$ cat config.mk
export PLATFORM = sky130hd
export DESIGN_NAME = fwd_unit
export DESIGN_NICKNAME = d
export VERILOG_FILES = /design/src/rtl/fwd_pkg.sv /design/src/rtl/fwd_ctrl.sv /design/src/rtl/fwd_datapath.sv /design/src/rtl/fwd_unit.sv
export SDC_FILE = /design/constraint.sdc
export NUM_CORES = 1
export LEC_CHECK = 0
export CORE_AREA = 3 3 92 94
export DETAILED_ROUTE_END_ITERATION = 7
export DIE_AREA = 0 0 95 97
export GPL_TIMING_DRIVEN = 0
export PLACE_DENSITY = 0.77
export SLEW_MARGIN = 10
export SYNTH_ARGS = -nofsm -noshare
export SYNTH_HDL_FRONTEND = slang
export SYNTH_HIERARCHICAL = 1
export SYNTH_SLANG_ARGS = --single-unit
$ cat constraint.sdc
create_clock -name vclk -period 4.15
set_clock_uncertainty 0.15 [all_clocks]
set_input_delay 0.415 -clock vclk [all_inputs]
set_output_delay 0.415 -clock vclk [all_outputs]
set_load 0.02 [all_outputs]
$ cat src/rtl/fwd_pkg.sv
package fwd_pkg;
  localparam int NUM_OPS = 2;

  localparam logic [1:0] SEL_RF  = 2'b00;
  localparam logic [1:0] SEL_MEM = 2'b10;
  localparam logic [1:0] SEL_WB  = 2'b01;

  // Strobes from the comparator control to the operand datapath.
  typedef struct packed {
    logic [NUM_OPS-1:0] memHit;
    logic [NUM_OPS-1:0] wbHit;
    logic               loadUse;
  } fwdStrobes_t;
endpackage

$ cat src/rtl/fwd_ctrl.sv
module fwd_ctrl
  import fwd_pkg::*;
#(
  parameter int REG_W = 5
) (
  input  logic [NUM_OPS-1:0][REG_W-1:0] exSrc,
  input  logic [REG_W-1:0]              idRs,
  input  logic [REG_W-1:0]              idRt,
  input  logic [REG_W-1:0]              exDest,
  input  logic                          exMemRead,
  input  logic [REG_W-1:0]              memDest,
  input  logic                          memWrEn,
  input  logic [REG_W-1:0]              wbDest,
  input  logic                          wbWrEn,
  output fwdStrobes_t                   strobes
);
  localparam logic [REG_W-1:0] ZERO_REG = '0;

  logic memLive;
  logic wbLive;
  logic loadLive;

  // A stage is a bypass candidate only if it really writes a real register.
  assign memLive  = memWrEn && (memDest != ZERO_REG);
  assign wbLive   = wbWrEn && (wbDest != ZERO_REG);
  assign loadLive = exMemRead && (exDest != ZERO_REG);

  for (genvar op = 0; op < NUM_OPS; op++) begin : g_cmp
    assign strobes.memHit[op] = memLive && (memDest == exSrc[op]);
    assign strobes.wbHit[op]  = wbLive && (wbDest == exSrc[op]);
  end

  assign strobes.loadUse = loadLive && ((exDest == idRs) || (exDest == idRt));
endmodule

$ cat src/rtl/fwd_datapath.sv
module fwd_datapath
  import fwd_pkg::*;
#(
  parameter int REG_W  = 5,
  parameter int DATA_W = 32
) (
  input  fwdStrobes_t                    strobes,
  input  logic [NUM_OPS-1:0][DATA_W-1:0] exRf,
  input  logic [DATA_W-1:0]              memAluResult,
  input  logic [DATA_W-1:0]              wbValue,
  input  logic [REG_W-1:0]               exRt,
  input  logic [REG_W-1:0]               exRd,
  input  logic                           exRegDst,
  output logic [NUM_OPS-1:0][1:0]        opSel,
  output logic [NUM_OPS-1:0][DATA_W-1:0] operand,
  output logic [REG_W-1:0]               exDest
);
  for (genvar op = 0; op < NUM_OPS; op++) begin : g_op
    // Newer result (memory stage) takes precedence over writeback.
    always_comb begin
      if (strobes.memHit[op]) begin
        opSel[op] = SEL_MEM;
      end else if (strobes.wbHit[op]) begin
        opSel[op] = SEL_WB;
      end else begin
        opSel[op] = SEL_RF;
      end
    end

    always_comb begin
      unique case (opSel[op])
        SEL_MEM: operand[op] = memAluResult;
        SEL_WB:  operand[op] = wbValue;
        default: operand[op] = exRf[op];
      endcase
    end
  end

  assign exDest = exRegDst ? exRd : exRt;
endmodule

$ cat src/rtl/fwd_unit.sv
module fwd_unit
  import fwd_pkg::*;
#(
  parameter int REG_W  = 5,
  parameter int DATA_W = 32
) (
  input  logic [REG_W-1:0]  idRs,
  input  logic [REG_W-1:0]  idRt,
  input  logic [REG_W-1:0]  exRs,
  input  logic [REG_W-1:0]  exRt,
  input  logic [REG_W-1:0]  exRd,
  input  logic              exRegDst,
  input  logic              exMemRead,
  input  logic [DATA_W-1:0] exRfA,
  input  logic [DATA_W-1:0] exRfB,
  input  logic [REG_W-1:0]  memDest,
  input  logic              memWrEn,
  input  logic [DATA_W-1:0] memAluResult,
  input  logic [REG_W-1:0]  wbDest,
  input  logic              wbWrEn,
  input  logic [DATA_W-1:0] wbValue,
  output logic [1:0]        fwdSelA,
  output logic [1:0]        fwdSelB,
  output logic [DATA_W-1:0] operandA,
  output logic [DATA_W-1:0] operandB,
  output logic [REG_W-1:0]  exDest,
  output logic              loadUseStall
);
  fwdStrobes_t                    strobes;
  logic [NUM_OPS-1:0][REG_W-1:0]  exSrc;
  logic [NUM_OPS-1:0][DATA_W-1:0] exRf;
  logic [NUM_OPS-1:0][1:0]        opSel;
  logic [NUM_OPS-1:0][DATA_W-1:0] operand;

  assign exSrc = {exRt, exRs};
  assign exRf  = {exRfB, exRfA};

  fwd_ctrl #(.REG_W(REG_W)) u_ctrl (
    .exSrc     (exSrc),
    .idRs      (idRs),
    .idRt      (idRt),
    .exDest    (exDest),
    .exMemRead (exMemRead),
    .memDest   (memDest),
    .memWrEn   (memWrEn),
    .wbDest    (wbDest),
    .wbWrEn    (wbWrEn),
    .strobes   (strobes)
  );

  fwd_datapath #(.REG_W(REG_W), .DATA_W(DATA_W)) u_dp (
    .strobes      (strobes),
    .exRf         (exRf),
    .memAluResult (memAluResult),
    .wbValue      (wbValue),
    .exRt         (exRt),
    .exRd         (exRd),
    .exRegDst     (exRegDst),
    .opSel        (opSel),
    .operand      (operand),
    .exDest       (exDest)
  );

  assign fwdSelA      = opSel[0];
  assign fwdSelB      = opSel[1];
  assign operandA     = operand[0];
  assign operandB     = operand[1];
  assign loadUseStall = strobes.loadUse;
endmodule

==> impl_metrics.py <==
metrics = {
    "status": {
        "status": "finished clean",
    },
    "final_layout": {
        "regArea_sq_um": 0,
        "layout.cells.non_filler": 615,
        "seq_cell_count": 0,
        "mostFrequentLayoutCells": "clkdlybuf4s50_1, mux2i_1, nand2_1",
        "fin_nets": 682,
        "clkbuf_count": 0,
        "diodes": 0,
        "syn2layout_area_growth_pct": 135.6,
        "drive_gt1_frac": 0.05653,
        "final_common_cell": "clkdlybuf4s50_1",
        "nFillCells": 708,
    },
    "pwr": {
        "p_int_w": 0.0002784,
        "leakage_nw": 1.450,
        "switchingPower_w": 0.0001845,
        "irDropWorstVdd_v": 0.00004866,
        "power.share.clock": 0,
        "pwr-share-seq": 0,
        "swShare": 0.3986,
        "p_comb_frac": 1.000,
        "power_per_cell_area_nw_per_um2": 104.9,
    },
    "grt": {
        "met3_usage": 0.05754,
        "met1_usage": 0.2205,
        "grtUsageTotal": 0.2139,
        "grt_pass1_vias": 3098,
        "grt_pass1_wl_um": 15930,
        "grt_max_degree": 11,
        "overflow": 0,
        "grt_antenna_before_repair": 0,
        "busiest_layer": "met2",
        "grt_util_met2": 0.4203,
    },
    "die": {
        "die-area_sq_um": 9215,
        "start_util": 0.2424,
        "die_y_um": 97,
        "die_w_um": 95,
        "ios": 241,
        "core-area_sq_um": 7727,
        "rows": 32,
    },
    "cts": {
        "cts_setup_buffers": 0,
        "cts_resized": 0,
        "ctsHoldBuffers": 0,
    },
    "synth": {
        "synth_cell_type_count": 19,
        "yosysTopAreaCell": "mux2i_1",
        "synth_top_area_frac": 0.3420,
        "ys_warn_count": 6,
        "synth-seq-area-share": 0,
        "synth.avg_cell_area_sq_um": 6.886,
        "synth_area_leaders": "mux2i_1, o21ai_1, nand2_1",
        "synth.cell_area_sq_um": 1873,
        "syn_nets": 439,
        "syn_inst": 272,
    },
    "worst_setup_path": {
        "path_class": "input pin to output port",
        "crit_arrival_ps": 3060,
        "cp_cell_sequence": "clkdlybuf4s50_1 -> xnor2_1 -> nand3_1 -> nor4_1 -> buf_2 -> buf_2 -> nand2_1 -> o21ai_1 -> clkdlybuf4s50_1",
        "cp-start-kind": "input pin",
        "cp_top_family": "buffers and inverters",
        "critPathMaxFanout": 10,
        "slowest_delay_ps": 620,
        "crit_path_top_delay_cell": "clkdlybuf4s50_1",
        "cp.required_ps": 3590,
        "critPathCaptureType": "output port",
        "path_buf_inv": 4,
    },
    "timing": {
        "fin_crit_sh": 0.8730,
        "worst_pin_slew_ps": 507.5,
        "min_period_ps": 3623,
        "rsz0062_at_grt": "false",
        "relSlewSlack": 0.6617,
        "fmax_ghz": 0.2760,
        "setup_viol": 0,
        "drv_slew": 0,
        "setup_tns_ps": 0,
        "hold_viol_final": 0,
    },
    "job": {
        "drv_cap": 0,
    },
    "route": {
        "drc": 0,
        "vias": 2920,
        "dr.pass1.iters": 4,
        "wl_um": 10520,
        "via_per_inst": 4.748,
        "drt-initial-drc-count": 64,
        "wl_per_cell_um": 17.10,
        "ant_nets": 0,
    },
    "placement": {
        "place_congestion": 0.8873,
        "port-buffer-count": 241,
        "placed_cells": 615,
        "dp_hpwl_um": 9091,
    },
    "worst_hold_path": {
        "hold_path.class": "input pin to output port",
    },
}
cell families after synthesis:
logic type	after synthesis	share of synthesized area
compound gates	68	0.1857
mux	69	0.3721
buf+inv	24	0.1202
simple gates	81	0.1817
xor+xnor	30	0.1403
per-stage QoR:
stage | area [sq um] | total power, W | setup slack, ps | hold WS [ps] | utilization
after floorplan | 1873 | 0.0001692 | 1702 | 826.6 | -
after global placement | 4413 | 0.0004575 | 463.2 | 1738 | 0.5711
after detailed placement | 4413 | 0.0004644 | 459.9 | 1736 | 0.5711
after CTS | 4413 | 0.0004663 | 442.0 | 1742 | 0.5711
after global routing | 4413 | 0.0004921 | 308.4 | 1774 | 0.5711
final | 4413 | 0.0004629 | 527.0 | 1740 | 0.5711
path summary, 6_finish.rpt:
path              cells after the start  startpoint            to  slack (ps)
hold / removal                        4   exMemRead  loadUseStall        1740
setup / recovery                      9  memDest[0]  operandB[11]         530
synth_stat cells:
master	number
a21oi_1	1
buf_12	6
buf_2	12
buf_4	2
buf_6	2
clkbuf_1	2
mux2_2	5
mux2i_1	64
nand2_1	64
nand3_1	6
nor2b_1	2
nor3_1	2
nor4_1	4
o21ai_0	7
o21ai_1	58
o21ai_2	2
or4_1	3
xnor2_1	16
xor2_1	14
layer usage:
layer,share of wire,vias to the layer above
met5,0,-
met4,0.023,0
met3,0.11,18
met2,0.52,157
met1,0.34,1304
li1,-,1441
tightest hold or removal path: stages:
cell	delay, ps
clkdlybuf4s50_1	400
o21ai_0	80
a21oi_1	40
clkdlybuf4s50_1	540
power groups by stage:
stage / registers [W] / logic (W) / clock network [W]
2_1_floorplan: 0 / 0.000169 / 0
3_3_place_gp: 0 / 0.000457 / 0
3_5_place_dp: 0 / 0.000464 / 0
4_1_cts: 0 / 0.000466 / 0
5_1_grt: 0 / 0.000492 / 0
6_report: 0 / 0.000463 / 0
layout make-up:
cell class | count | area [sq um] | share of cell area
Buffer | 24 | 225.2 | 0.05103
Timing Repair Buffer | 241 | 2412 | 0.5466
Multi-Input combinational cell | 248 | 1648 | 0.3734
Tap cell | 102 | 127.6 | 0.02892
Note: power is estimated with default switching activity, not from simulation.
